`config.mk`:
```
export PLATFORM = sky130hd
export DESIGN_NAME = pin_capture_port
export DESIGN_NICKNAME = d
export VERILOG_FILES = /design/src/rtl/pcp_pkg.sv /design/src/rtl/pcp_sync.sv /design/src/rtl/pcp_edge_detect.sv /design/src/rtl/pcp_capture_fsm.sv /design/src/rtl/pin_capture_port.sv
export SDC_FILE = /design/constraint.sdc
export NUM_CORES = 1
export LEC_CHECK = 0
export ABC_AREA = 1
export BUFFER_PORTS_ARGS = -buffer_cell sky130_fd_sc_hd__buf_2
export CELL_PAD_IN_SITES_DETAIL_PLACEMENT = 0
export CELL_PAD_IN_SITES_GLOBAL_PLACEMENT = 1
export CORE_MARGIN = 2
export CORE_UTILIZATION = 30
export DETAILED_ROUTE_END_ITERATION = 8
export PLACE_DENSITY = 0.6
export SYNTH_ARGS = -nofsm -noshare
export SYNTH_HDL_FRONTEND = slang
export SYNTH_SLANG_ARGS = --single-unit
```
`constraint.sdc`:
```
create_clock -name clk -period 1.13 [get_ports clk]
set_input_delay 0.113 -clock clk [delete_from_list [all_inputs] [get_ports clk]]
set_output_delay 0.113 -clock clk [all_outputs]
set_load 0.1 [all_outputs]
```
`src/rtl/pcp_pkg.sv`:
```
package pcp_pkg;
    localparam int PORT_W = 8;

    typedef enum logic {
        ST_TRANSPARENT = 1'b0,
        ST_HELD        = 1'b1
    } cap_state_t;
endpackage

```
`src/rtl/pcp_sync.sv`:
```
module pcp_sync #(
    parameter int WIDTH  = 9,
    parameter int STAGES = 2
) (
    input  logic             clk,
    input  logic             rst_n,
    input  logic [WIDTH-1:0] async_in,
    output logic [WIDTH-1:0] sync_out
);
    logic [WIDTH-1:0] stage_q [STAGES];

    genvar g;
    generate
        for (g = 0; g < STAGES; g++) begin : g_stage
            if (g == 0) begin : g_first
                always_ff @(posedge clk or negedge rst_n) begin
                    if (!rst_n) stage_q[g] <= '0;
                    else        stage_q[g] <= async_in;
                end
            end else begin : g_next
                always_ff @(posedge clk or negedge rst_n) begin
                    if (!rst_n) stage_q[g] <= '0;
                    else        stage_q[g] <= stage_q[g-1];
                end
            end
        end
    endgenerate

    assign sync_out = stage_q[STAGES-1];
endmodule

```
`src/rtl/pcp_edge_detect.sv`:
```
module pcp_edge_detect (
    input  logic clk,
    input  logic rst_n,
    input  logic ctl_s,
    input  logic edge_rising,
    output logic edge_hit
);
    logic ctl_prev_q;

    always_ff @(posedge clk or negedge rst_n) begin
        if (!rst_n) ctl_prev_q <= 1'b0;
        else        ctl_prev_q <= ctl_s;
    end

    always_comb begin
        if (edge_rising) edge_hit = ctl_s & ~ctl_prev_q;
        else             edge_hit = ~ctl_s & ctl_prev_q;
    end

    // a detected edge must match the selected polarity of the sample
    assert_edge_polarity_R3: assert property (@(posedge clk) disable iff (!rst_n)
        edge_hit |-> (ctl_s == edge_rising));
endmodule

```
`src/rtl/pcp_capture_fsm.sv`:
```
module pcp_capture_fsm
    import pcp_pkg::*;
#(
    parameter int W = PORT_W
) (
    input  logic         clk,
    input  logic         rst_n,
    input  logic [W-1:0] pins_s,
    input  logic         edge_hit,
    input  logic         latch_en,
    input  logic         rd_stb,
    output logic [W-1:0] rd_data,
    output logic         irq
);
    cap_state_t state_q, state_d;
    logic [W-1:0] held_q;
    logic         take_sample;

    always_comb begin
        state_d     = state_q;
        take_sample = 1'b0;
        unique case (state_q)
            ST_TRANSPARENT: begin
                if (latch_en && edge_hit) begin
                    state_d     = ST_HELD;   // CAPTURE
                    take_sample = 1'b1;
                end
            end
            ST_HELD: begin
                if (!latch_en) begin
                    state_d = ST_TRANSPARENT; // RELEASE_DISABLE
                end else if (edge_hit) begin
                    state_d     = ST_HELD;    // RECAPTURE
                    take_sample = 1'b1;
                end else if (rd_stb) begin
                    state_d = ST_TRANSPARENT; // RELEASE_READ
                end
            end
        endcase
    end

    always_ff @(posedge clk or negedge rst_n) begin
        if (!rst_n) begin
            state_q <= ST_TRANSPARENT;
            held_q  <= '0;
            irq     <= 1'b0;
        end else begin
            state_q <= state_d;
            if (take_sample) held_q <= pins_s;
            if (edge_hit)    irq <= 1'b1;
            else if (rd_stb) irq <= 1'b0;
        end
    end

    always_comb begin
        unique case (state_q)
            ST_TRANSPARENT: rd_data = pins_s;
            ST_HELD:        rd_data = held_q;
        endcase
    end

    assert_capture_value_R4: assert property (@(posedge clk) disable iff (!rst_n)
        (latch_en && edge_hit) |=> (state_q == ST_HELD && held_q == $past(pins_s)));
    assert_hold_stable_R4: assert property (@(posedge clk) disable iff (!rst_n)
        (state_q == ST_HELD && !edge_hit) |=> $stable(held_q));
    assert_read_release_R5: assert property (@(posedge clk) disable iff (!rst_n)
        (state_q == ST_HELD && rd_stb && !edge_hit) |=> (state_q == ST_TRANSPARENT));
    assert_irq_set_R7: assert property (@(posedge clk) disable iff (!rst_n)
        edge_hit |=> irq);
    assert_irq_clear_R7: assert property (@(posedge clk) disable iff (!rst_n)
        (rd_stb && !edge_hit) |=> !irq);
    assert_disable_release_R9: assert property (@(posedge clk) disable iff (!rst_n)
        !latch_en |=> (state_q == ST_TRANSPARENT));
endmodule

```
`src/rtl/pin_capture_port.sv`:
```
module pin_capture_port
    import pcp_pkg::*;
#(
    parameter int W           = PORT_W,
    parameter int SYNC_STAGES = 2
) (
    input  logic         clk,
    input  logic         rst_n,
    input  logic [W-1:0] port_pins,
    input  logic         ctl_line,
    input  logic         edge_rising,
    input  logic         latch_en,
    input  logic         rd_stb,
    output logic [W-1:0] rd_data,
    output logic         edge_irq
);
    localparam int SW = W + 1;

    logic [SW-1:0] sync_bus;
    logic [W-1:0]  pins_s;
    logic          ctl_s;
    logic          edge_hit;

    pcp_sync #(.WIDTH(SW), .STAGES(SYNC_STAGES)) u_sync (
        .clk      (clk),
        .rst_n    (rst_n),
        .async_in ({ctl_line, port_pins}),
        .sync_out (sync_bus)
    );

    assign pins_s = sync_bus[W-1:0];
    assign ctl_s  = sync_bus[W];

    pcp_edge_detect u_edge (
        .clk         (clk),
        .rst_n       (rst_n),
        .ctl_s       (ctl_s),
        .edge_rising (edge_rising),
        .edge_hit    (edge_hit)
    );

    pcp_capture_fsm #(.W(W)) u_fsm (
        .clk      (clk),
        .rst_n    (rst_n),
        .pins_s   (pins_s),
        .edge_hit (edge_hit),
        .latch_en (latch_en),
        .rd_stb   (rd_stb),
        .rd_data  (rd_data),
        .irq      (edge_irq)
    );

    // coincident edge and read keeps the flag raised
    assert_coincident_keep_R8: assert property (@(posedge clk) disable iff (!rst_n)
        (edge_hit && rd_stb) |=> edge_irq);
endmodule

```
==> results of run 1 <==
cell families (layout without fill, tap and decap cells):
kind of cell	count (synthesis)	after routing	share of synthesized area
compound gates	1	1	0.00743
buf+inv	6	49	0.0334
flops	29	29	0.718
mux	8	8	0.0891
simple gates	30	30	0.152
critical path, delay by kind of cell, from the launching register on:
kind | cells | cell delay [ps]
mux | 1 | 320
buf+inv | 2 | 310
flops | 1 | 420
where the power goes:
| group | switching [mW] | internal, mW |
|---|---|---|
| Sequential | 0.0483 | 1.13 |
| Combinational | 0.377 | 0.246 |
| Clock | 0.325 | 0.293 |
| Total | 0.751 | 1.67 |
flip-flops by register name (all words and copies together), names as in the netlist:
name               cells
u_sync.stage_q         9
u_fsm.irq              1
u_fsm.held_q           8
u_fsm.state_q          1
u_sync.sync_out        9
u_edge.ctl_prev_q      1
synthesized netlist by cell type:
| cell type | instances | share of area |
|---|---|---|
| nand3b_1 | 1 | 0.0074 |
| inv_1 | 3 | 0.011 |
| nand3_1 | 8 | 0.040 |
| buf_6 | 1 | 0.011 |
| nand3_2 | 2 | 0.020 |
| dfrtp_1 | 29 | 0.72 |
| buf_4 | 1 | 0.0074 |
| mux2_2 | 8 | 0.089 |
| nand2_1 | 17 | 0.063 |
| o211ai_1 | 1 | 0.0074 |
| inv_2 | 1 | 0.0037 |
| nand2_4 | 2 | 0.022 |
worst max path at each step:
stage | depth (start not counted) | slack, ps | from | to
6_report | 3 | -350 | u_fsm.state_q | rd_data[4]
5_1_grt | 3 | -400 | u_fsm.state_q | rd_data[0]
4_1_cts | 3 | -360 | u_fsm.state_q | rd_data[3]
3_5_place_dp | 2 | -240 | u_fsm.state_q | rd_data[4]
3_3_place_gp | 2 | -220 | u_fsm.state_q | rd_data[4]
2_1_floorplan | 2 | -20 | u_fsm.state_q | rd_data[0]
layout make-up:
class | count | area [µm²] | share of cell area
tap | 46 | 57.6 | 0.0377
inverter | 4 | 15.0 | 0.00984
clock buffer | 7 | 55.1 | 0.0361
sequential | 29 | 728 | 0.477
multi-input combinational | 39 | 270 | 0.177
timing repair buffer | 38 | 399 | 0.262
per-layer routing:
layer  global-route usage  vias to the layer above  share of wire
met2                0.155                       18           0.49
li1                     -                      322              -
met3               0.0435                        8          0.040
met5                    0                        -              0
met4               0.0912                        0          0.031
met1                0.135                      320           0.44
placed cells by master (no fill, tap or decap):
master / synthesis / layout
buf_4: 1 / 2
nand3_1: 8 / 8
dlygate4sd3_1: 0 / 11
clkbuf_1: 0 / 1
dfrtp_1: 29 / 27
buf_12: 0 / 8
buf_2: 0 / 13
buf_6: 1 / 3
nand2_4: 2 / 2
buf_8: 0 / 1
clkbuf_4: 0 / 5
inv_2: 1 / 1
inv_1: 3 / 3
dfrtp_2: 0 / 2
nand2_1: 17 / 17
mux2_4: 0 / 5
o211ai_1: 1 / 1
nand3b_1: 1 / 1
nand3_2: 2 / 2
clkbuf_8: 0 / 1
mux2_2: 8 / 3
timing repair:
| action | 4_1_cts | 5_1_grt |
|---|---|---|
| endpoints found under the setup margin | 8 | 10 |
| resized for setup | 24 | 12 |
| pin swaps | 0 | 1 |
| endpoints found under the hold margin | 39 | 0 |
| hold buffers | 11 | 0 |
| setup buffers | 2 | 2 |
per-stage QoR:
step | setup TNS (ps) | instance area [µm²] | util
6_report | -2760 | 1530 | 0.464
5_1_grt | -3110 | 1530 | 0.464
4_1_cts | -2790 | 1450 | 0.441
3_5_place_dp | -1790 | 1200 | 0.364
3_3_place_gp | -1640 | 1200 | 0.364
2_1_floorplan | -189 | 1010 | -
==> metrics.txt, run 1 <==
die area 3850 µm²; hold depth 3; Fin Clk Skew 6.62 ps; WHS Endpoint u_fsm.irq; Period minus WS final 1480 ps; # diodes 0; CP Class flop to output pin; Fmax 676 MHz; first-pass GRT wire length 2820 µm; 1st-pass router iterations 4; CP max-delay cell dfrtp_2; GRT Util Overall 0.111; Worst R2R Path Depth 6; reg2reg end u_fsm.held_q[0]; Area Growth Syn to Fin 50.9%; # port buffers 22; GRT overflow 0; crit path cell chain buf_6 -> mux2_4 -> buf_12; final hold vios 0; Total Power between 2 and 2.5 mW; Final Setup Violations 8; Pwr Density 1590 nW/µm²; area of the mapped netlist 1010 µm²; layout cells sized above 1 0.410; die width 62.1 µm; Wirelength per Cell 11.3 µm; failing checks setup timing; vias per cell 4.10; min-delay worst type input port to flop; Slew HR 0.773; Worst EP arrival 1370 ps; Starting DRT DRC Count 10; worst vdd ir 751 µV; die height approximately 62 µm; clock latency at the later pin of the worst-skew pair around 320 ps; Root Driver clkbuf_4; register bit count reported by yosys 29; Cell variety after synth 12; largest net degree at the start of global routing 17; final hold slack between 100 and 150 ps; Mapped Cells 74; number of fillers in the final layout 311; Syn Area/Cell 13.7 µm²; Final HPWL DP 1160 µm; Placement Rows 21; initial core utilization 0.308; CTS Buffer Depth 2; crit-path max cell delay 420 ps; Place WS -243 ps; crit share post-route 1.31; total CTS buffers 5; final WL roughly 1800 µm; Leakage about 0.75 nW; vias in the first global route between 600 and 700; syn nets 88; status finished, violations left; clk slew on worst S/H paths roughly 90 ps; Slew Viols, Final 0; DR DRC count 0; # H-tree levels 2; initial antenna violation count 0; # IOs 23; max-cap viol count 0; crit path launch type flop; reg2reg start u_sync.sync_out[8]; sequential element share of the synthesized area 0.718; clk sink count 29; CTS tree done; CP max FO 5; data required time at the worst endpoint approximately 1000 ps; routability cong. 0.693; yosys warns 0; Reg2Reg Setup Slack between 100 and 150 ps; Min-Delay Startpoint edge_rising; Vias 668; Cell Count, Final, Fillers Out 163; placed cell count about 140; unrepaired setup endpoints after global routing true; Worst Max-Slew Pin Slew 340 ps; setup ws final -349 ps; number of routed nets with antenna violations 0; Worst setup EP type output pin; Nets 131; CORE AREA roughly 3300 µm²
Power figures use the tool's default switching activity.
==> run 2, diff against run 1 <==
- CORE_UTILIZATION: 30 -> 25
- PLACE_DENSITY: 0.6 -> 0.52
==> metrics.txt, run 2 (synthesized netlist as in run 1, its figures left out) <==
Worst EP arrival 1310 ps (was 1370 ps); GRT overflow 0 (unchanged); Util after Layout 0.387 (was 0.464); # IOs 23 (unchanged); final hold slack 61.3 ps (was 123 ps); # port buffers 22 (unchanged); Area Growth Syn to Fin 51.0% (was 50.9%); status finished, violations left (unchanged); final WL 1900 µm (was 1840 µm); Placement Rows 23 (was 21); routability cong. 0.658 (was 0.693); CORE AREA 3940 µm² (was 3280 µm²); min-delay worst type input port to flop (unchanged); Final Instance Area 1530 µm² (about the same); Final HPWL DP 1210 µm (was 1160 µm); CTS Buffer Depth 2 (unchanged); Cell Count, Final, Fillers Out 166 (was 163); Worst setup EP type output pin (unchanged); clk slew on worst S/H paths 60 ps (was 90 ps); Wirelength per Cell 11.4 µm (was 11.3 µm); number of fillers in the final layout 359 (was 311); Nets 130 (was 131); initial antenna violation count 0 (unchanged); die width 67.6 µm (was 62.1 µm); Fin Clk Skew 2.85 ps (was 6.62 ps); first-pass GRT wire length 3150 µm (was 2820 µm); Total Power 2.60 mW (was 2.42 mW); Cell Area, Placed 1200 µm² (about the same); 1st-pass router iterations 4 (unchanged); crit path launch type flop (unchanged); # H-tree levels 2 (unchanged); Vias 678 (was 668); Multi-input gate area 267 µm² (was 270 µm²); GRT Util Overall 0.101 (was 0.111); CTS tree done (unchanged); DR DRC count 0 (unchanged); CP max FO 5 (unchanged); setup ws final -291 ps (was -349 ps); layout cells sized above 1 0.414 (was 0.410); unrepaired setup endpoints after global routing true (unchanged); crit share post-route 1.26 (was 1.31); vias per cell 4.08 (was 4.10); Slew HR 0.762 (was 0.773); final hold vios 0 (unchanged); die area 4570 µm² (was 3850 µm²); clock latency at the later pin of the worst-skew pair 270 ps (was 320 ps); die height 67.6 µm (was 62.1 µm); Period minus WS final 1420 ps (was 1480 ps); CP Class flop to output pin (unchanged); total CTS buffers 5 (unchanged); Leakage 0.743 nW (was 0.745 nW); commonest non-fill, non-tap cells in the layout 27 x dfrtp_1, 17 x nand2_1, 13 x buf_2 (unchanged); Slew Viols, Final 0 (unchanged); Starting DRT DRC Count 18 (was 10); setup TNS -2230 ps (was -2760 ps); clk sink count 29 (unchanged); Pwr Density 1710 nW/µm² (was 1590 nW/µm²); number of routed nets with antenna violations 0 (unchanged); Sequential Area 728 µm² (unchanged); largest net degree at the start of global routing 17 (unchanged); Worst Max-Slew Pin Slew 357 ps (was 340 ps); Fmax 704 MHz (was 676 MHz); data required time at the worst endpoint 1020 ps (about the same); Root Driver clkbuf_8 (was clkbuf_4); initial core utilization 0.256 (was 0.308); Final Setup Violations 8 (unchanged); vias in the first global route 696 (was 659); Place WS -252 ps (was -243 ps); most common cell after layout, fill and taps aside dfrtp_1 (unchanged); worst vdd ir 846 µV (was 751 µV); max-cap viol count 0 (unchanged); # diodes 0 (unchanged); placed cell count 145 (was 141); failing checks setup timing (unchanged)
[run 2: power by group]
| group | leakage (nW) | internal [mW] | switching, mW |
|---|---|---|---|
| Clock | 0.0443 | 0.481 | 0.333 |
| Combinational | 0.355 | 0.229 | 0.376 |
| Sequential | 0.344 | 1.14 | 0.0490 |
[run 2: layer usage]
metal	routed length, µm	vias to the layer above	track usage
met2	928	21	0.154
met5	0	-	0
met4	34	0	0.0612
met3	127	5	0.0500
li1	-	323	-
met1	806	329	0.113
[run 2: final timing paths]
path                            slack [ps]  cells after the start                from            endpoint
worst max-delay path                  -290                      3       u_fsm.state_q          rd_data[2]
worst min-delay path                    60                      2              rd_stb           u_fsm.irq
worst max register to register         130                      6  u_sync.sync_out[8]     u_fsm.held_q[4]
worst min register to register         350                      0  u_sync.stage_q[17]  u_sync.sync_out[8]
max in group asynchronous              450                      3               rst_n  u_sync.stage_q[12]
min in group asynchronous              280                      2               rst_n   u_edge.ctl_prev_q
[run 2: layout make-up]
| class | instances | share of cell area |
|---|---|---|
| well taps | 50 | 0.0410 |
| repair buffers | 37 | 0.241 |
| multi-input cells | 39 | 0.175 |
| inverters | 4 | 0.00984 |
| flip-flops and latches | 29 | 0.477 |
| clock buffers | 7 | 0.0566 |
[run 2: critical path, cell delays in order, from the launching register on]
cell     delay (ps)
dfrtp_2         400
buf_6           140
mux2_4          320
buf_12          170
[run 2: what timing repair did]
action,CTS,global route
pin swaps,0,1
gates resized for setup,27,6
setup endpoints to repair,8,12
endpoints found under the hold margin,22,0
setup buffers,2,2
cloned,0,0
hold buffers,10,0
==> run 3, diff against run 2 <==
- PLACE_DENSITY: 0.52 -> 0.58
==> metrics.txt, run 3 (synthesized netlist as in run 1, its figures left out) <==
initial core utilization 0.256 (unchanged); Worst setup EP type output pin (unchanged); GRT overflow 0 (unchanged); Wirelength per Cell 10.8 µm (was 11.4 µm); reg2reg start u_sync.sync_out[8] (unchanged); min-delay worst type input port to flop (unchanged); # IOs 23 (unchanged); commonest non-fill, non-tap cells in the layout 27 x dfrtp_1, 17 x nand2_1, 13 x buf_2 (unchanged); Worst setup endpoint rd_data[7] (was rd_data[2]); CORE AREA 3940 µm² (unchanged); unrepaired setup endpoints after global routing true (unchanged); worst vdd ir 874 µV (was 846 µV); # H-tree levels 2 (unchanged); Worst Max-Slew Pin Slew 462 ps (was 357 ps); # diodes 0 (unchanged); Final Instance Area 1510 µm² (was 1530 µm²); Starting DRT DRC Count 5 (was 18); crit-path max cell delay 410 ps (was 400 ps); 1st-pass router iterations 4 (unchanged); total CTS buffers 5 (unchanged); crit share post-route 1.25 (was 1.26); Slew HR 0.692 (was 0.762); Cell Count, Final, Fillers Out 165 (was 166); crit path launch type flop (unchanged); Fmax 707 MHz (was 704 MHz); layout cells sized above 1 0.391 (was 0.414); final WL 1790 µm (was 1900 µm); vias per cell 3.90 (was 4.08); Fin Clk Skew 3.42 ps (was 2.85 ps); CP max-delay cell dfrtp_2 (unchanged); die width 67.6 µm (unchanged); first-pass GRT wire length 3020 µm (was 3150 µm); placed cell count 145 (unchanged); initial antenna violation count 0 (unchanged); # port buffers 22 (unchanged); reg2reg end u_fsm.held_q[0] (was u_fsm.held_q[4]); data required time at the worst endpoint 1020 ps (about the same); routability cong. 0.687 (was 0.658); largest net degree at the start of global routing 22 (was 17); max-cap viol count 0 (unchanged); Root Driver clkbuf_8 (unchanged); Pwr Density 1700 nW/µm² (was 1710 nW/µm²); Slew Viols, Final 0 (unchanged); clk sink count 29 (unchanged); number of routed nets with antenna violations 0 (unchanged); Area Growth Syn to Fin 48.9% (was 51.0%); Worst R2R Path Depth 6 (unchanged); clock latency at the later pin of the worst-skew pair 270 ps (about the same); Placement Rows 23 (unchanged); Total Power 2.56 mW (was 2.60 mW); failing checks setup timing (unchanged); CTS tree done (unchanged); setup TNS -2220 ps (was -2230 ps); Leakage 0.731 nW (was 0.743 nW); CP Launch Point u_fsm.state_q (unchanged); Period minus WS final 1410 ps (was 1420 ps); most common cell after layout, fill and taps aside dfrtp_1 (unchanged); CP Class flop to output pin (unchanged); clk slew on worst S/H paths 60 ps (about the same); die area 4570 µm² (unchanged); Worst EP arrival 1300 ps (was 1310 ps); Reg2Reg Setup Slack 90 ps (was 130 ps); DR DRC count 0 (unchanged); die height 67.6 µm (unchanged); final hold slack 62.9 ps (was 61.3 ps); setup ws final -285 ps (was -291 ps); GRT Util Overall 0.0953 (was 0.101); vias in the first global route 658 (was 696); status finished, violations left (unchanged); CP max FO 5 (unchanged); Final HPWL DP 1180 µm (was 1210 µm); CTS Buffer Depth 2 (unchanged); Nets 128 (was 130); crit path cell chain buf_6 -> mux2_4 -> buf_12 (unchanged); Cell Area, Placed 1190 µm² (was 1200 µm²); Vias 643 (was 678); Final Setup Violations 8 (unchanged); final hold vios 0 (unchanged)
## run 3: cell types whose count changed in the layout (fill, tap and decap cells not counted), sizes merged
cell    delta
buf        -2
clkbuf     +1
## run 3: power by group
group	leakage (nW)	switching (mW)	internal [mW]
combinational	0.347	0.374	0.227
clock	0.0395	0.338	0.436
sequential	0.344	0.0494	1.14
total	0.731	0.761	1.80
## run 3: critical path, delay by kind of cell, from the launching register on
| kind | cells | cell delay, ps |
|---|---|---|
| buf+inv | 2 | 310 |
| flops | 1 | 410 |
| mux | 1 | 320 |
## run 3: per-stage QoR
step / util / worst slack [ps]
floorplan: - / -23.7
global placement: 0.301 / -235
detailed placement: 0.301 / -239
CTS: 0.372 / -294
global route: 0.382 / -339
finish: 0.382 / -285
## run 3: worst min path at each step
stage | slack [ps] | cells after the start | from | end
after floorplan | -180 | 0 | rst_n | u_edge.ctl_prev_q
after global placement | 100 | 1 | rst_n | u_sync.stage_q[14]
after detailed placement | 100 | 1 | rst_n | u_fsm.held_q[5]
after CTS | 50 | 2 | rd_stb | u_fsm.irq
after global routing | 60 | 2 | rd_stb | u_fsm.irq
final | 60 | 2 | rd_stb | u_fsm.irq
## run 3: layout make-up
type | instances | area (µm²)
Multi-Input combinational cell | 39 | 270
Timing Repair Buffer | 35 | 349
Tap cell | 50 | 62.6
Fill cell | 378 | 2440
Inverter | 4 | 15.0
Sequential cell | 29 | 728
Clock buffer | 8 | 80.1
## run 3: repair_timing
action	CTS	global route
endpoints found under the setup margin	8	8
hold endpoints to repair	29	0
resized for setup	26	9
buffers inserted	2	0
hold buffers	10	0
pin swaps	0	0
## run 3: per-layer routing
metal	global-route usage	part of all wire	up-vias
met4	0.0459	0.0073	0
li1	-	-	319
met3	0.0533	0.047	2
met5	0	0	-
met2	0.142	0.50	14
met1	0.110	0.45	308
